$ cat config.mk
export PLATFORM = sky130hd
export DESIGN_NAME = pcm_serial_rx
export DESIGN_NICKNAME = d
export VERILOG_FILES = /design/src/rtl/pcm_rx_pkg.sv /design/src/rtl/pcm_rx_sync.sv /design/src/rtl/pcm_rx_ctrl.sv /design/src/rtl/pcm_rx_datapath.sv /design/src/rtl/pcm_serial_rx.sv
export SDC_FILE = /design/constraint.sdc
export NUM_CORES = 1
export LEC_CHECK = 0
export BUFFER_PORTS_ARGS = -buffer_cell sky130_fd_sc_hd__buf_2
export CAP_MARGIN = 30
export CORE_MARGIN = 4
export CORE_UTILIZATION = 58
export DETAILED_ROUTE_END_ITERATION = 8
export PLACE_DENSITY = 0.79
export SETUP_SLACK_MARGIN = 0.3
export SYNTH_ARGS = -nofsm -noshare
export SYNTH_HDL_FRONTEND = slang
export SYNTH_SLANG_ARGS = --single-unit
$ cat constraint.sdc
create_clock -name clk -period 3.1 [get_ports clk]
set_clock_uncertainty 0.1 [all_clocks]
set_input_delay 0.775 -clock clk [delete_from_list [all_inputs] [get_ports clk]]
set_output_delay 0.775 -clock clk [all_outputs]
set_load 0.1 [all_outputs]
$ cat src/rtl/pcm_rx_pkg.sv
package pcm_rx_pkg;

  localparam int WORD_W = 24;

  // Strobes from the control unit to the datapath
  typedef struct packed {
    logic shift;     // take one data bit
    logic usePre;    // capture the word before this bit is shifted in
    logic capLeft;   // capture completes a left word
    logic capRight;  // capture completes a right word
  } rxStrobe_t;

  function automatic logic [5:0] rxLenBits(input logic [1:0] lenSel);
    case (lenSel)
      2'b00:   return 6'd16;
      2'b01:   return 6'd20;
      default: return 6'd24;
    endcase
  endfunction

  function automatic logic [WORD_W-1:0] rxSignExtend(input logic [WORD_W-1:0] raw,
                                                     input logic [1:0] lenSel);
    case (lenSel)
      2'b00:   return {{(WORD_W-16){raw[15]}}, raw[15:0]};
      2'b01:   return {{(WORD_W-20){raw[19]}}, raw[19:0]};
      default: return raw;
    endcase
  endfunction

  function automatic logic rxSignOk(input logic [WORD_W-1:0] word,
                                    input logic [1:0] lenSel);
    case (lenSel)
      2'b00:   return (&word[WORD_W-1:15]) || !(|word[WORD_W-1:15]);
      2'b01:   return (&word[WORD_W-1:19]) || !(|word[WORD_W-1:19]);
      default: return 1'b1;
    endcase
  endfunction

endpackage

$ cat src/rtl/pcm_rx_sync.sv
module pcm_rx_sync #(
  parameter int STAGES = 2,
  parameter int LANES  = 3
) (
  input  logic             clk,
  input  logic             rstN,
  input  logic [LANES-1:0] asyncIn,
  output logic [LANES-1:1] levelOut,
  output logic             rise0
);

  logic [LANES-1:0] pipe [STAGES];
  logic             lastLane0;

  genvar g;
  generate
    for (g = 0; g < STAGES; g++) begin : gStage
      if (g == 0) begin : gFirst
        always_ff @(posedge clk or negedge rstN) begin
          if (!rstN) pipe[g] <= '0;
          else       pipe[g] <= asyncIn;
        end
      end else begin : gNext
        always_ff @(posedge clk or negedge rstN) begin
          if (!rstN) pipe[g] <= '0;
          else       pipe[g] <= pipe[g-1];
        end
      end
    end
  endgenerate

  always_ff @(posedge clk or negedge rstN) begin
    if (!rstN) lastLane0 <= 1'b0;
    else       lastLane0 <= pipe[STAGES-1][0];
  end

  assign levelOut = pipe[STAGES-1][LANES-1:1];
  assign rise0    = pipe[STAGES-1][0] && !lastLane0;

endmodule

$ cat src/rtl/pcm_rx_ctrl.sv
module pcm_rx_ctrl
  import pcm_rx_pkg::*;
(
  input  logic       clk,
  input  logic       rstN,
  input  logic       bitRise,
  input  logic       wcS,
  input  logic       cfgI2s,
  input  logic [1:0] cfgLenSel,
  input  logic       cfgSwapLr,
  output rxStrobe_t  ctl
);

  localparam logic [5:0] IDX_MAX = 6'h3F;

  logic       primed;
  logic       wcPrev;
  logic [5:0] bitIdx;
  logic [5:0] thisIdx;
  logic [5:0] lenBits;
  logic       wcEdge;
  logic       capAny;
  logic       capIsLeft;

  always_comb begin
    lenBits   = rxLenBits(cfgLenSel);
    wcEdge    = bitRise && primed && (wcS != wcPrev);
    if (wcEdge)                thisIdx = 6'd0;
    else if (bitIdx == IDX_MAX) thisIdx = bitIdx;
    else                       thisIdx = bitIdx + 6'd1;

    if (cfgI2s) begin
      // word runs from index 1 to index N after a transition
      capAny    = bitRise && primed && (thisIdx == lenBits);
      capIsLeft = wcS ^ cfgSwapLr;
    end else begin
      // word closes at the transition and belongs to the previous level
      capAny    = wcEdge;
      capIsLeft = wcPrev ^ cfgSwapLr;
    end

    ctl.shift    = bitRise;
    ctl.usePre   = !cfgI2s;
    ctl.capLeft  = capAny && capIsLeft;
    ctl.capRight = capAny && !capIsLeft;
  end

  always_ff @(posedge clk or negedge rstN) begin
    if (!rstN) begin
      primed <= 1'b0;
      wcPrev <= 1'b0;
      bitIdx <= IDX_MAX;
    end else if (bitRise) begin
      primed <= 1'b1;
      wcPrev <= wcS;
      bitIdx <= thisIdx;
    end
  end

  // captures are spaced by whole bit periods
  assert_capture_spacing_R10: assert property (@(posedge clk) disable iff (!rstN)
    (ctl.capLeft || ctl.capRight) |=> !(ctl.capLeft || ctl.capRight));

endmodule

$ cat src/rtl/pcm_rx_datapath.sv
module pcm_rx_datapath
  import pcm_rx_pkg::*;
#(
  parameter int ZERO_RUN = 65536
) (
  input  logic              clk,
  input  logic              rstN,
  input  rxStrobe_t         ctl,
  input  logic              dataS,
  input  logic [1:0]        cfgLenSel,
  output logic [WORD_W-1:0] leftWord,
  output logic [WORD_W-1:0] rightWord,
  output logic              pairValid,
  output logic              zeroFlag
);

  localparam int             CNT_W   = $clog2(ZERO_RUN + 1);
  localparam logic [CNT_W-1:0] RUN_END = CNT_W'(ZERO_RUN);

  logic [WORD_W-1:0] shiftReg;
  logic [WORD_W-1:0] shiftNext;
  logic [WORD_W-1:0] capSrc;
  logic [WORD_W-1:0] capWord;
  logic              haveLeft;
  logic [CNT_W-1:0]  zeroCnt;

  assign shiftNext = {shiftReg[WORD_W-2:0], dataS};
  assign capSrc    = ctl.usePre ? shiftReg : shiftNext;
  assign capWord   = rxSignExtend(capSrc, cfgLenSel);

  always_ff @(posedge clk or negedge rstN) begin
    if (!rstN) begin
      shiftReg  <= '0;
      leftWord  <= '0;
      rightWord <= '0;
      pairValid <= 1'b0;
      haveLeft  <= 1'b0;
    end else begin
      pairValid <= 1'b0;
      if (ctl.shift) shiftReg <= shiftNext;
      if (ctl.capLeft) begin
        leftWord <= capWord;
        haveLeft <= 1'b1;
      end
      if (ctl.capRight && haveLeft) begin
        rightWord <= capWord;
        pairValid <= 1'b1;
        haveLeft  <= 1'b0;
      end
    end
  end

  always_ff @(posedge clk or negedge rstN) begin
    if (!rstN) begin
      zeroCnt <= '0;
    end else if (ctl.shift) begin
      if (dataS)                 zeroCnt <= '0;
      else if (zeroCnt != RUN_END) zeroCnt <= zeroCnt + 1'b1;
    end
  end

  assign zeroFlag = (zeroCnt == RUN_END);

  assert_valid_single_R6: assert property (@(posedge clk) disable iff (!rstN)
    pairValid |=> !pairValid);

  assert_sign_extend_R2: assert property (@(posedge clk) disable iff (!rstN)
    pairValid |-> (rxSignOk(leftWord, cfgLenSel) && rxSignOk(rightWord, cfgLenSel)));

  assert_zero_rise_R8: assert property (@(posedge clk) disable iff (!rstN)
    $rose(zeroFlag) |-> $past(ctl.shift && !dataS));

  assert_zero_clear_R9: assert property (@(posedge clk) disable iff (!rstN)
    (ctl.shift && dataS) |=> !zeroFlag);

endmodule

$ cat src/rtl/pcm_serial_rx.sv
module pcm_serial_rx
  import pcm_rx_pkg::*;
#(
  parameter int ZERO_RUN    = 65536,
  parameter int SYNC_STAGES = 2
) (
  input  logic              clk,
  input  logic              rstN,
  input  logic              bitClk,
  input  logic              wordClk,
  input  logic              dataIn,
  input  logic              cfgI2s,
  input  logic [1:0]        cfgLenSel,
  input  logic              cfgSwapLr,
  output logic [WORD_W-1:0] leftWord,
  output logic [WORD_W-1:0] rightWord,
  output logic              pairValid,
  output logic              zeroFlag
);

  logic [2:1] lvl;
  logic       bitRise;
  rxStrobe_t  ctl;

  pcm_rx_sync #(.STAGES(SYNC_STAGES), .LANES(3)) i_sync (
    .clk      (clk),
    .rstN     (rstN),
    .asyncIn  ({dataIn, wordClk, bitClk}),
    .levelOut (lvl),
    .rise0    (bitRise)
  );

  pcm_rx_ctrl i_ctrl (
    .clk       (clk),
    .rstN      (rstN),
    .bitRise   (bitRise),
    .wcS       (lvl[1]),
    .cfgI2s    (cfgI2s),
    .cfgLenSel (cfgLenSel),
    .cfgSwapLr (cfgSwapLr),
    .ctl       (ctl)
  );

  pcm_rx_datapath #(.ZERO_RUN(ZERO_RUN)) i_dp (
    .clk       (clk),
    .rstN      (rstN),
    .ctl       (ctl),
    .dataS     (lvl[2]),
    .cfgLenSel (cfgLenSel),
    .leftWord  (leftWord),
    .rightWord (rightWord),
    .pairValid (pairValid),
    .zeroFlag  (zeroFlag)
  );

endmodule

# Yosys cells after proc, flatten, opt, wreduce, memory -nomap -nowiden
# Cells that the tools add are included.
[word_totals]
reg_bits = 106
latch_bits = 0
mem_bits_rw = 0
romBits = 0
inputBits = 9
out_inout_bits = 50
elab_cells = 47
mem_count = 0
[classes]
n_addsub = 2
mul = 0
n_div = 0
order_cmp = 0
eq_ne = 6
shift = 0
mux = 12
bitwise = 2
reduce_logical = 13
[ops]
columns = ["op", "n"]
rows = [
  ["$pmux 24 s2", 1],
  ["$mux 17", 2],
  ["$mux 24", 1],
  ["$add 17x1->17 const B", 1],
  ["$eq 17x17->1 const B", 1],
  ["$ne 17x17->1 const B", 1],
  ["$mux 6", 2],
  ["$pmux 4 s2", 1],
  ["$logic_and 1x1->1", 7],
  ["$add 6x1->6 const B", 1],
  ["$eq 6x5->1", 1],
  ["$eq 6x6->1 const B", 1],
  ["$mux 1", 5],
  ["$reduce_bool 2->1", 2],
  ["$eq 2x1->1 const B", 1],
  ["$logic_not 1->1", 2],
  ["$logic_not 2->1", 1],
  ["$reduce_and 2->1", 1],
  ["$xor 1x1->1", 2],
  ["$ne 1x1->1", 1],
]

# Depth between registers and ports, before layout
# Gate-level depths: netlist of the first run.
[depth]
depth_word = 11
mapped_depth = 8
ltp_nobuf = 7

# Hierarchy
# Synthesis of the first run repeated with hierarchy kept, for this count alone.
[hier_totals]
cells_unflattened = 453
area_unflattened_um2 = 4879.7
[by_module_without_submodules]
columns = ["mod", "n_inst", "cells_per_inst", "area_per_inst_um2"]
rows = [
  ["pcm_rx_datapath", 1, 369, 4021.4],
  ["pcm_rx_ctrl", 1, 74, 654.4],
  ["pcm_rx_sync", 1, 10, 203.9],
]

# Worst setup path after synthesis of the first run
# No wires, ideal clock.
[synth_path]
path_type = "reg-to-output"
startpoint = "register i_dp.zeroCnt[0]"
endpoint = "output zeroFlag"
arrival_ns = 1.650
setup_slack_ns = 0.575
stages_incl_launch_ff = 5
path_cell_list = "dfrtp_1 -> inv_1 -> ha_1 -> nor4b_1 -> and4_1"
[synth_between]
elab_chain_cells = 1
[synth_rtl]
columns = ["item", "line_no", "text"]
rows = [
  ["start: declaration", "pcm_rx_datapath.sv:25", "logic [CNT_W-1:0] zeroCnt;"],
  ["start signal: assignment", "pcm_rx_datapath.sv:58", "else if (zeroCnt != RUN_END) zeroCnt <= zeroCnt + 1'b1;"],
  ["$eq 17x17->1", "pcm_rx_datapath.sv:62", "assign zeroFlag = (zeroCnt == RUN_END);"],
  ["end: declaration", "pcm_serial_rx.sv:18", "output logic zeroFlag"],
]
# Every way passes these cells.

# Worst setup path after layout of the first run
# Ends and elaborated chain as after synthesis.

==> results.md, run 1 <==
- Routed vias/inst: 5.66
- Clock sink count: 106
- Internal cell power: 2.24 mW
- Fmax: 372 MHz
- Root buf cell: clkbuf_8
- Number of enable flip-flop cells after synthesis: 0
- GP Congestion: 0.847
- CTS clk-pin slew, worst paths: 90 ps
- Max-slew violation count: 0
- Critical Path Slowest Stage Cell: dfrtp_1
- FILL cells: 619
- Clk pwr share: 20.2%
- Vias in the first global route: 3382
- Ys Warns: 0
- Syn-to-layout area delta: 11.0%
- Die width: 102 um
- Antenna violations before repair: 0
- Nets: 494
- Fin area: 0.00564 mm^2
- Number of diodes: 0
- Cell breakdown of the critical path: inv_1 -> ha_1 -> nor4b_1 -> and4_1 -> buf_6
- Crit-path max FO: 4
- Setup Viol. Count Final: 0
- Avg Cell Area, Syn: 12.0 um^2
- Antenna-violating nets left: 0
- Multi-input logic area: 0.00227 mm^2
- Worst-margin pin slew: 867 ps
- DR vias: 3345
- Site Rows: 33
- Reg area: 0.00266 mm^2
- Placeable Area: 0.00838 mm^2
- Power Density: 699 mW/mm^2
- Sw Share: 43.2%
- Post-synth cell types: 55
- Skew-Pair Late Insertion Delay: 370 ps
- Max IR drop VDD: 0.478 mV
- DRT iter0 DRCs: 115
- Final Critical Period: 2690 ps
- NetSw: 1.70 mW
- TNS Setup: 0 ps
- DRT Pass-1 Iters: 5
- Clk buf depth: 2
- Crit. End Element: output pin
- CP Data Required Time: 2220 ps
- Most frequent cells in the layout: 100 x dfrtp_1, 87 x nand2_1, 56 x buf_2
- Worst hold path startpoint: i_sync.pipe[5]
- Most used flip-flop cell after synthesis: dfrtp_1
- RSZ-0062 raised after global routing: no
- Sequential share of power: 44.5%
- Reg2reg start: i_ctrl.bitIdx[0]
- Syn_nets: 436
- Post-DP Area: 0.00546 mm^2
- Share of layout cells above drive strength 1: 35.4%
- Status: finished clean
- Leak pwr: 2.81 nW
- Chip Height: 102 um
- Synthesis-stage register bit count: 106
- WS Path Type: flip-flop to output pin
- Total gr overflow: 0
- Maxcap violations: 0
- Hold-fix buffers at CTS: 0
- Commonest non-fill, non-tap cell in the layout: dfrtp_1
- Post-detail-place hpwl: 6.39 mm
- TritonCTS clock tree: done
- Crit path largest cell delay: 410 ps
- Starting Density: 60.6%
- First-pass GRT wire length: 16.0 mm
- WL per Instance: 16.0 um
- Post-Syn Area: 0.00508 mm^2
- Final wirelength: 9.44 mm
- Asr flop ratio synth: 100%
- Worst relative slew slack: 42.0%
- Critical Path AT: 1810 ps
- CTS buffer count: 9
- Hold Path Class: flip-flop to flip-flop
- IO buf count: 58
- Synthesized instance count: 424
- Final hold slack: 255 ps
- Pin count of the biggest net entering global routing: 48
- Combinational share of power: 35.3%
- I/O pins: 59
- Sequential share of the synthesized area: 52.3%
- Crit path launch: i_dp.zeroCnt[0]
- Hold Violations, Final: 0
- Final Cycle Share: 86.7%
- GR Util All Layers: 19.6%
- Number of H-tree levels: 3
- Post-route DRC violation count: 0
- Die Area: 0.0103 mm^2
- Startpoint Class: flip-flop
-- timing repair --
action	in CTS	in global routing
resized for setup	1	2
setup endpoints to repair	1	13
hold endpoints to repair	0	0
setup buffers	0	0
-- flip-flops by register name (all words and copies together), names as in the netlist --
signal and cells:
i_sync.pipe 4, i_dp.zeroCnt 17, i_sync.levelOut 2, i_dp.leftWord 24
i_dp.haveLeft 1, i_dp.rightWord 24, i_dp.pairValid 1, i_ctrl.wcPrev 1
i_ctrl.bitIdx 6, i_ctrl.primed 1, i_dp.shiftReg 24, i_sync.lastLane0 1
-- per-layer routing --
layer | routed length (um) | track usage (%)
met5 | 0 | 0
met4 | 98 | 5.93
met3 | 372 | 3.86
met2 | 4660 | 31.9
met1 | 4300 | 26.7
-- synthesized netlist by cell type, types with 3 or more instances --
cell type	number	area, um^2
nand2_1	87	327
ha_1	3	37.5
nand2b_1	6	37.5
nor2b_1	4	25.0
nand3_1	11	55.1
buf_12	4	80.1
inv_1	4	15.0
dfrtp_1	100	2500
xor2_1	7	61.3
and3_1	3	18.8
mux2_2	27	304
mux2_4	38	571
mux4_2	4	90.1
nor2_1	21	78.8
nor3_1	7	35.0
o21ai_0	11	55.1
mux2i_1	7	70.1
a21oi_1	14	70.1
clkbuf_1	11	41.3
or3_1	6	37.5
dfstp_2	6	158
xnor2_1	3	26.3
-- through the flow --
stage | utilization, % | total power [mW] | std cells | setup WS, ps
2_1_floorplan | - | 2.92 | 424 | 575
3_5_place_dp | 65.1 | 3.18 | 576 | 383
3_3_place_gp | 65.1 | 3.15 | 576 | 475
6_report | 67.3 | 3.94 | 591 | 412
4_1_cts | 67.2 | 3.97 | 591 | 361
5_1_grt | 67.3 | 4.12 | 591 | 330
-- cell families (layout without fill, tap and decap cells) --
| kind of cell | after synthesis | after routing | synth area share [%] |
|---|---|---|---|
| AND/OR/NAND/NOR | 163 | 163 | 15.0 |
| buffers and inverters | 22 | 84 | 3.03 |
| adder cells (fa/ha/maj) | 3 | 3 | 0.739 |
| flip-flops | 106 | 106 | 52.3 |
| multiplexers | 76 | 76 | 20.4 |
| XOR/XNOR | 12 | 12 | 2.36 |
| AO/OA/AOI/OAI | 42 | 42 | 6.13 |
-- critical path: cells and delay by family (launching register included) --
family,cells,cell delay [ps]
buffers and inverters,2,360
and+or+nand+nor,2,540
DFF,1,410
adders and majority gates,1,140
-- worst paths after layout --
check,end,slack [ps],cells after the start
setup / recovery,zeroFlag,410,5
max in group asynchronous,i_ctrl.bitIdx[1],1950,2
min in group asynchronous,i_dp.rightWord[18],280,1
hold reg to reg,i_sync.levelOut[2],250,0
hold / removal,i_sync.levelOut[2],250,0
setup reg to reg,i_dp.leftWord[0],480,8
-- power groups by stage --
stage	registers (mW)	logic [mW]	clock network, mW
after CTS	1.76	1.40	0.812
after floorplan	2.46	0.451	0
after detailed placement	1.78	1.40	0
after global routing	1.79	1.46	0.866
final	1.76	1.39	0.797
after global placement	1.77	1.37	0
-- cell type report --
| class | count | share of cell area (%) |
|---|---|---|
| Sequential cell | 106 | 47.1 |
| Tap cell | 105 | 2.33 |
| Clock buffer | 9 | 2.20 |
| Timing Repair Buffer | 65 | 6.90 |
| Clock inverter | 6 | 0.887 |
| Multi-Input combinational cell | 296 | 40.3 |
| Inverter | 4 | 0.266 |
Power figures use the tool's default switching activity.
==> inputs of run 2 (changes only) <==
Settings changed: ABC_AREA set to 1.
==> run 2 against run 1 <==
Core utilization is 0.27 points higher. Largest power group unchanged. Setup slack worse by 47 ps. Hold slack worse by 7.6 ps. Fmax is 1.7% lower. Synthesized area is 0.44% lower. Critical endpoint unchanged. Cell count is 32% higher. Wire length is 19% higher. Count of clock-buffer cells in the layout stayed put. Cell area hardly changed. Synthesized cell count is 46% higher. Combinational power is 3% higher. Power is 2.3% higher.
==> results.md, run 2 <==
- Status: finished clean
- Maxcap violations: 0 (unchanged)
- Pin count of the biggest net entering global routing: 61 (+27%)
- Max IR drop VDD: 0.598 mV (+25%)
- Final Cycle Share: 88.2% (+1.5 points)
- DRT Pass-1 Iters: 6 (+1)
- Max-slew violation count: 0 (unchanged)
- Post-DP Area: 0.00542 mm^2 (-0.66%)
- Sw Share: 45.3% (+2.1 points)
- Worst hold path startpoint: i_sync.pipe[5]
- Post-synth cell types: 30 (-45%)
- Number of enable flip-flop cells after synthesis: 0 (unchanged)
- Combinational share of power: 35.4% (about the same)
- Sequential share of power: 42.6% (-1.9 points)
- Number of diodes: 0 (unchanged)
- Internal cell power: 2.21 mW (-1.5%)
- Ys Warns: 0 (unchanged)
- DRT iter0 DRCs: 272 (+140%)
- Power Density: 716 mW/mm^2 (+2.4%)
- Vias in the first global route: 4193 (+24%)
- NetSw: 1.83 mW (+7.4%)
- Syn-to-layout area delta: 11.4%
- Synthesis-stage register bit count: 106 (unchanged)
- CTS buffer count: 9 (unchanged)
- Leading registers by flop count: i_dp.leftWord (24), i_dp.rightWord (24), i_dp.shiftReg (24)
- RSZ-0062 raised after global routing: yes
- TritonCTS clock tree: done
- GR Util All Layers: 23.6% (+4.0 points)
- Fin area: 0.00564 mm^2 (about the same)
- Final Critical Period: 2730 ps (+46.7 ps)
- Reg2reg start: i_ctrl.bitIdx[0]
- Finished Layout Cells: 783 (+32%)
- First-pass GRT wire length: 19.5 mm (+21%)
- Sequential share of the synthesized area: 52.6% (+0.23 points)
- Final wirelength: 11.2 mm (+19%)
- Nets: 685 (+39%)
- GP Congestion: 0.956 (+13%)
- Avg Cell Area, Syn: 8.15 um^2 (-32%)
- R2R depth: 12 (+4)
- Die width: 101 um (-0.21%)
- CP Data Required Time: 2220 ps (about the same)
- WL per Instance: 14.3 um (-10%)
- I/O pins: 59 (unchanged)
- Share of layout cells above drive strength 1: 17.0% (-18 points)
- Syn_nets: 633 (+45%)
- Endpoint, Worst Hold: i_sync.levelOut[2]
- Antenna-violating nets left: 0 (unchanged)
- Asr flop ratio synth: 100% (unchanged)
- Post-detail-place hpwl: 7.93 mm (+24%)
- Skew-Pair Late Insertion Delay: 370 ps (about the same)
- TNS Setup: 0 ps (unchanged)
- Hold Path Class: flip-flop to flip-flop
- Total gr overflow: 0 (unchanged)
- Clock sink count: 106 (unchanged)
- Synth top area cells: dfrtp_1 49%, nand2_1 16%, o21ai_0 6.8%, nand3_1 5.8%, inv_1 3.9%
- Starting Density: 60.7% (about the same)
- Final hold slack: 247 ps (-7.58 ps)
- Crit-path max FO: 4 (unchanged)
- Setup Viol. Count Final: 0 (unchanged)
- Share of the synthesized area in the top cell type: 49.5% (+0.22 points)
- Commonest non-fill, non-tap cell in the layout: nand2_1
- Routed vias/inst: 5.48 (-3.2%)
- DR vias: 4289 (+28%)
- RR Endpoint: i_dp.rightWord[13]
- DP Cell Count: 767 (+33%)
- Crit path launch: i_dp.zeroCnt[0]
- Post-route DRC violation count: 0 (unchanged)
- IO buf count: 58 (unchanged)
- Most frequent cells in the layout: 216 x nand2_1, 100 x dfrtp_1, 69 x o21ai_0
- Post-CTS Setup Bufs: 0 (unchanged)
- Setup slack, reg-to-reg: 420 ps (-60 ps)
- Worst-margin pin slew: 770 ps (-97.0 ps)
- Leak pwr: 2.91 nW (+3.6%)
- CTS clk-pin slew, worst paths: 110 ps (+20 ps)
- FILL cells: 691 (+12%)
- Placeable Area: 0.00834 mm^2 (-0.49%)
- Post-Syn Area: 0.00506 mm^2 (-0.44%)
- Number of H-tree levels: 3 (unchanged)
- Fmax: 366 MHz (-1.7%)
- Most used flip-flop cell after synthesis: dfrtp_1
- Worst relative slew slack: 48.7% (+6.7 points)
- Commonest cells in the netlist: 216 x nand2_1, 100 x dfrtp_1, 69 x o21ai_0, 59 x nand3_1, 53 x inv_1
- Clk buf depth: 2 (unchanged)
- Top-count cell post-synth: nand2_1
- Die Area: 0.0103 mm^2 (-0.41%)
- Chip Height: 101 um (-0.21%)
- WS Path Type: flip-flop to output pin
- Critical Path AT: 1860 ps (+50 ps)
- Hold-critical path depth: 0 (unchanged)
- Hold Violations, Final: 0 (unchanged)
- Antenna violations before repair: 0 (unchanged)
- Leading area contributor after synthesis: dfrtp_1
- Synthesized instance count: 621 (+46%)
- Startpoint Class: flip-flop
- Root buf cell: clkbuf_8
- Crit. End Element: output pin
- Site Rows: 33 (unchanged)
- Clk pwr share: 22.0% (+1.8 points)
## run 2: cell type report
class / instances / area [um^2] / share of cell area (%)
timing repair buffer: 69 / 382 / 6.77
clock inverter: 7 / 83.8 / 1.49
sequential: 106 / 2660 / 47.2
multi-input combinational: 434 / 2060 / 36.5
tap: 105 / 131 / 2.33
clock buffer: 9 / 124 / 2.20
inverter: 53 / 199 / 3.53
## run 2: metal layers
| metal | vias to the layer above | wire (um) | track usage [%] |
|---|---|---|---|
| met3 | 16 | 759 | 3.93 |
| met1 | 2011 | 5100 | 33.2 |
| li1 | 2093 | - | - |
| met5 | - | 0 | 0 |
| met2 | 169 | 5210 | 37.4 |
| met4 | 0 | 153 | 7.77 |
## run 2: kinds of logic (layout without fill, tap and decap cells)
kind of cell	Yosys count	after routing	synth area share (%)
buf+inv	81	138	6.80
simple gates	341	341	29.9
xor+xnor	11	11	2.05
compound gates	79	79	7.89
flops	106	106	52.6
fa+ha+maj	3	3	0.742
## run 2: how the worst max path moves through the flow
| stage | to | slack (ps) | depth (start not counted) |
|---|---|---|---|
| after global routing | i_dp.rightWord[21] | 170 | 12 |
| after detailed placement | i_dp.leftWord[3] | 430 | 12 |
| after global placement | i_dp.leftWord[7] | 550 | 12 |
| after floorplan | zeroFlag | 720 | 6 |
| after CTS | zeroFlag | 350 | 7 |
| final | zeroFlag | 370 | 7 |
## run 2: what timing repair did
| action | in CTS | in global routing |
|---|---|---|
| hold buffers | 0 | 0 |
| resized for setup | 1 | 1 |
| setup endpoints to repair | 1 | 51 |
## run 2: power by group through the flow
stage / combinational, mW / clock, mW / sequential (mW)
final: 1.43 / 0.887 / 1.72
after global routing: 1.52 / 0.968 / 1.75
after CTS: 1.44 / 0.911 / 1.72
after detailed placement: 1.43 / 0 / 1.74
after global placement: 1.41 / 0 / 1.74
after floorplan: 0.363 / 0 / 2.53
## run 2: stage by stage
stage | utilization, % | power [mW] | worst slack (ps)
2_1_floorplan | - | 2.89 | 721
3_3_place_gp | 65.0 | 3.14 | 552
3_5_place_dp | 65.0 | 3.18 | 426
4_1_cts | 67.6 | 4.07 | 349
5_1_grt | 67.6 | 4.24 | 174
6_report | 67.6 | 4.04 | 366
## run 2: worst max-delay path, cell delays in order, from the launching register on
cell	delay, ps
dfrtp_1	400
inv_1	140
ha_1	160
nand2_1	40
nor3_1	190
nand4_1	210
inv_1	120
buf_6	230
